### src/rtl/lsh_pkg.sv
package lsh_pkg;
  typedef enum logic [1:0] {
    ST_RUN   = 2'd0,
    ST_SLEEP = 2'd1,
    ST_HOLD  = 2'd2
  } sup_state_e;
endpackage

### src/rtl/lsh_grace_timer.sv
module lsh_grace_timer #(
  parameter int GRACE_CYC = 4
) (
  input  logic clk,
  input  logic rst,
  input  logic arm,
  output logic expire
);
  localparam int CW = $clog2(GRACE_CYC + 1);
  localparam logic [CW-1:0] LAST = CW'(GRACE_CYC - 1);

  logic [CW-1:0] cnt_q;

  // expire marks the edge that would complete the run of consecutive armed samples
  assign expire = arm && (cnt_q == LAST);

  always_ff @(posedge clk) begin
    if (rst) begin
      cnt_q <= '0;
    end else if (!arm || expire) begin
      cnt_q <= '0;
    end else begin
      cnt_q <= cnt_q + 1'b1;
    end
  end
endmodule

### src/rtl/lsh_ctrl.sv
module lsh_ctrl
  import lsh_pkg::*;
(
  input  logic clk,
  input  logic rst,
  input  logic sys_pwr,
  input  logic sleep_req,
  input  logic wake_evt,
  input  logic vdd_ok,
  input  logic expire,
  output sup_state_e state_q,
  output logic wake_q,
  output logic wake_d,
  output logic brn_q,
  output logic release_hold
);
  sup_state_e state_d;

  always_comb begin
    state_d      = state_q;
    release_hold = 1'b0;
    unique case (state_q)
      ST_RUN: begin
        // sleep wins over a hold that would start on the same edge
        if (sleep_req)   state_d = ST_SLEEP;
        else if (expire) state_d = ST_HOLD;
      end
      ST_SLEEP: begin
        if (wake_evt) begin
          if (sys_pwr || vdd_ok) state_d = ST_RUN;
          else                   state_d = ST_HOLD;
        end
      end
      ST_HOLD: begin
        if (sys_pwr || vdd_ok) begin
          state_d      = ST_RUN;
          release_hold = 1'b1;
        end
      end
      default: state_d = ST_RUN;
    endcase
  end

  assign wake_d = (state_d == ST_RUN);

  always_ff @(posedge clk) begin
    if (rst) begin
      state_q <= ST_RUN;
      wake_q  <= 1'b1;
      brn_q   <= 1'b0;
    end else begin
      state_q <= state_d;
      wake_q  <= wake_d;
      brn_q   <= (state_d == ST_HOLD);
    end
  end
endmodule

### src/rtl/lsh_flag.sv
module lsh_flag (
  input  logic clk,
  input  logic rst,
  input  logic wake_q,
  input  logic wake_d,
  input  logic release_hold,
  output logic flag_q
);
  logic wake_falls;
  assign wake_falls = wake_q && !wake_d;

  always_ff @(posedge clk) begin
    if (rst)               flag_q <= 1'b0;
    else if (wake_falls)   flag_q <= 1'b0;
    else if (release_hold) flag_q <= 1'b1;
  end
endmodule

### src/rtl/lsh_supervisor.sv
module lsh_supervisor
  import lsh_pkg::*;
#(
  parameter int CODE_W = 3,
  parameter logic [CODE_W-1:0] LOW_CODE = 3'b101,
  parameter int GRACE_CYC = 4
) (
  input  logic              clk,
  input  logic              rst,
  input  logic [CODE_W-1:0] supply_code,
  input  logic              sys_pwr,
  input  logic              sleep_req,
  input  logic              wake_evt,
  input  logic              vdd_ok,
  output logic              proc_wake,
  output logic              brownout_sel,
  output logic              badsup_flag
);
  sup_state_e st;
  logic low_evt, arm, expire, wake_d, release_hold;

  // the low code counts only while the battery carries the chip
  assign low_evt = !sys_pwr && (supply_code == LOW_CODE);
  assign arm     = (st == ST_RUN) && low_evt;

  lsh_grace_timer #(.GRACE_CYC(GRACE_CYC)) u_timer (
    .clk    (clk),
    .rst    (rst),
    .arm    (arm),
    .expire (expire)
  );

  lsh_ctrl u_ctrl (
    .clk          (clk),
    .rst          (rst),
    .sys_pwr      (sys_pwr),
    .sleep_req    (sleep_req),
    .wake_evt     (wake_evt),
    .vdd_ok       (vdd_ok),
    .expire       (expire),
    .state_q      (st),
    .wake_q       (proc_wake),
    .wake_d       (wake_d),
    .brn_q        (brownout_sel),
    .release_hold (release_hold)
  );

  lsh_flag u_flag (
    .clk          (clk),
    .rst          (rst),
    .wake_q       (proc_wake),
    .wake_d       (wake_d),
    .release_hold (release_hold),
    .flag_q       (badsup_flag)
  );
endmodule

### config.mk
export PLATFORM = sky130hd
export DESIGN_NAME = lsh_supervisor
export DESIGN_NICKNAME = d
export VERILOG_FILES = /design/src/rtl/lsh_pkg.sv /design/src/rtl/lsh_grace_timer.sv /design/src/rtl/lsh_ctrl.sv /design/src/rtl/lsh_flag.sv /design/src/rtl/lsh_supervisor.sv
export SDC_FILE = /design/constraint.sdc
export NUM_CORES = 1
export LEC_CHECK = 0
export BUFFER_PORTS_ARGS = -buffer_cell sky130_fd_sc_hd__buf_4
export CAP_MARGIN = 0
export CORE_AREA = 10 10 47 49
export CTS_CLUSTER_DIAMETER = 200
export DETAILED_ROUTE_END_ITERATION = 16
export DIE_AREA = 0 0 57 59
export HOLD_SLACK_MARGIN = 0.15
export REMOVE_ABC_BUFFERS = 1
export SKIP_CTS_REPAIR_TIMING = 1
export SYNTH_ARGS = -nofsm -noshare
export SYNTH_HDL_FRONTEND = slang
export SYNTH_SLANG_ARGS = --single-unit
### constraint.sdc
create_clock -name clk -period 3.7 [get_ports clk]
set_input_delay 0.185 -clock clk [delete_from_list [all_inputs] [get_ports clk]]
set_output_delay 0.185 -clock clk [all_outputs]
set_load 0.01 [all_outputs]
==> results.py <==
metrics = {
    "run_status": {
        "outcome": "finished, final reports clean",
    },
    "finish": {
        "nets": 63,
        "fin_cells": 66,
        "final_common_cell": "buf_4",
        "regArea_sq_um": 160,
        "num_antenna_cells": 0,
        "area_delta_synth_final_pct": 40.1,
        "final_cell_mix": "11 x buf_4, 8 x dfxtp_1, 7 x nor2_1",
        "stdcell_area_sq_um": 472,
        "multiInputGateArea_sq_um": 169,
        "fillers": 160,
        "drive_gt1_share_pct": 34.0,
    },
    "hold_path": {
        "worstHoldPathType": "primary input to flip-flop",
    },
    "drt": {
        "wl_microns": 694,
        "drc_errors": 0,
        "via_per_inst": 4.21,
        "ant_nets": 0,
        "wl_per_cell_microns": 10.5,
        "vias": 278,
        "drtPass1Iterations": 4,
        "drt_iter0_drc": 3,
    },
    "timing": {
        "rsz0062_at_grt": "no",
        "period_needed_ps": 1510,
        "worstMarginPinSlew_ps": 254,
        "skew_ps": 2.49,
        "tns_ps": 0,
        "fmax_ghz": 0.663,
        "period_share_pct": 40.8,
        "setup_viol": 0,
        "slew_violations": 0,
        "hold_viol": 0,
        "slew_headroom_pct": 83.0,
        "timing.hold.ws_ps": 228,
    },
    "clocking": {
        "clkTransAtPathRegs_ps": 50,
        "cts_tree": "built",
        "cts.sinks": 8,
        "cts_buffers": 3,
        "root_buffer": "clkbuf_4",
        "clk_path_buf_depth": 2,
        "htree_num_levels": 1,
        "insertion_delay_ps": 250,
    },
    "logic_synthesis": {
        "netlist_instances": 35,
        "synth_seq_cells": 8,
        "synth_area_sq_um": 337,
        "synth_warnings": 0,
        "avgSynthCellArea_sq_um": 9.62,
        "netlist-cell-type-count": 17,
        "synth-seq-area-share_pct": 47.6,
    },
    "placed_design": {
        "placed_area_sq_um": 439,
        "hpwlAfterDp_microns": 584,
        "globalplace.congestion": 0.742,
        "io_buffers": 11,
        "dp_cells": 62,
    },
    "floorplanning": {
        "core_area_sq_um": 1400,
        "ios": 12,
        "start_util_pct": 24.0,
        "rows": 14,
        "dieArea_sq_um": 3360,
        "die_h_microns": 59,
        "dieWidth_microns": 57,
    },
    "critical_path": {
        "crit_chain": "or4b_1 > nor3b_2 > a311o_2 > a21oi_1",
        "cp.required_ps": 3840,
        "path_class": "flip-flop to flip-flop",
        "cp-end-kind": "flip-flop",
        "path_max_fanout": 4,
        "arrival_ps": 1650,
        "startpoint_type": "flip-flop",
        "cp_slowest_cell": "or4b_1",
        "max_stage_delay_ps": 530,
    },
    "global_route": {
        "grt_start_max_net_pins": 7,
        "grt_pass1_wl_microns": 1250,
        "grt_pass1_vias": 298,
        "grt_antenna_before_repair": 0,
        "grt_use_total_pct": 4.84,
        "overflow": 0,
    },
    "power": {
        "power.density_nw_per_um2": 369,
        "peakVddDrop_v": 0.000128,
        "p_leak_nw": 0.214,
    },
    "run": {
        "max_cap_viol_count": 0,
    },
}
==> registers in the layout, summed over array words and instances, names as in the netlist <==
name            cells
u_ctrl.state_q      2
u_timer.cnt_q       3
u_ctrl.brn_q        1
u_flag.flag_q       1
u_ctrl.wake_q       1
==> critical path, delay by kind of cell (launching register included) <==
kind	cells	cell delay, ps
and+or+nand+nor	2	800
AOI/OAI and AO/OA	2	280
DFF	1	320
==> report_power, final <==
group / leakage (nW) / switching [mW] / internal, mW
Sequential: 0.0650 / 0.00141 / 0.0885
Combinational: 0.135 / 0.00684 / 0.0122
Clock: 0.0138 / 0.0279 / 0.0370
Total: 0.214 / 0.0361 / 0.138
==> metrics by stage <==
step / setup WS, ps / power (mW) / util [%]
floorplan: 2270 / 0.0999 / -
global placement: 2220 / 0.110 / 31.3
detailed placement: 2170 / 0.110 / 31.3
CTS: 2170 / 0.177 / 32.9
global route: 2070 / 0.186 / 33.7
finish: 2190 / 0.174 / 33.7
==> cell type report <==
type | instances | area share, %
clock buffers | 3 | 4.77
well taps | 16 | 4.24
inverters | 2 | 1.59
flip-flops and latches | 8 | 34.0
repair buffers | 12 | 19.6
multi-input cells | 25 | 35.8
==> cells in the mapped netlist (all sizes together) <==
master	instances	area [sq um]
a311o	1	11.3
a21oi	2	10.0
nor3b	1	12.5
dfxtp	8	160
a21boi	1	7.51
o21bai	1	7.51
nand3b	1	7.51
or2b	2	15.0
or4b	1	10.0
nand2	1	3.75
inv	2	7.51
nand2b	2	12.5
nor2	7	26.3
and3	1	7.51
nor2b	1	6.26
ha	2	25.0
a31oi	1	6.26
==> metal layers <==
| metal | up-vias | GRT usage, % | part of all wire (%) |
|---|---|---|---|
| met1 | 117 | 5.12 | 48 |
| li1 | 151 | - | - |
| met2 | 8 | 6.82 | 41 |
| met5 | - | 0 | 0 |
| met3 | 2 | 2.79 | 9.5 |
| met4 | 0 | 4.03 | 0.72 |
==> worst paths after layout <==
check	from	endpoint	slack (ps)	cells after the start
max	u_ctrl.state_q[1]	u_flag.flag_q	2190	4
min	sys_pwr	u_timer.cnt_q[2]	230	4
max reg2reg	u_ctrl.state_q[1]	u_flag.flag_q	2190	4
min reg2reg	u_timer.cnt_q[0]	u_timer.cnt_q[0]	420	1
==> logic make-up (layout without fill, tap and decap cells) <==
kind of cell    count (synthesis)  count (layout)  synth area share [%]
simple gates                   17              17                  30.1
flops                           8               8                  47.6
compound gates                  6               6                  12.6
fa+ha+maj                       2               2                  7.43
buf+inv                         2              17                  2.23
Power figures use the tool's default switching activity.
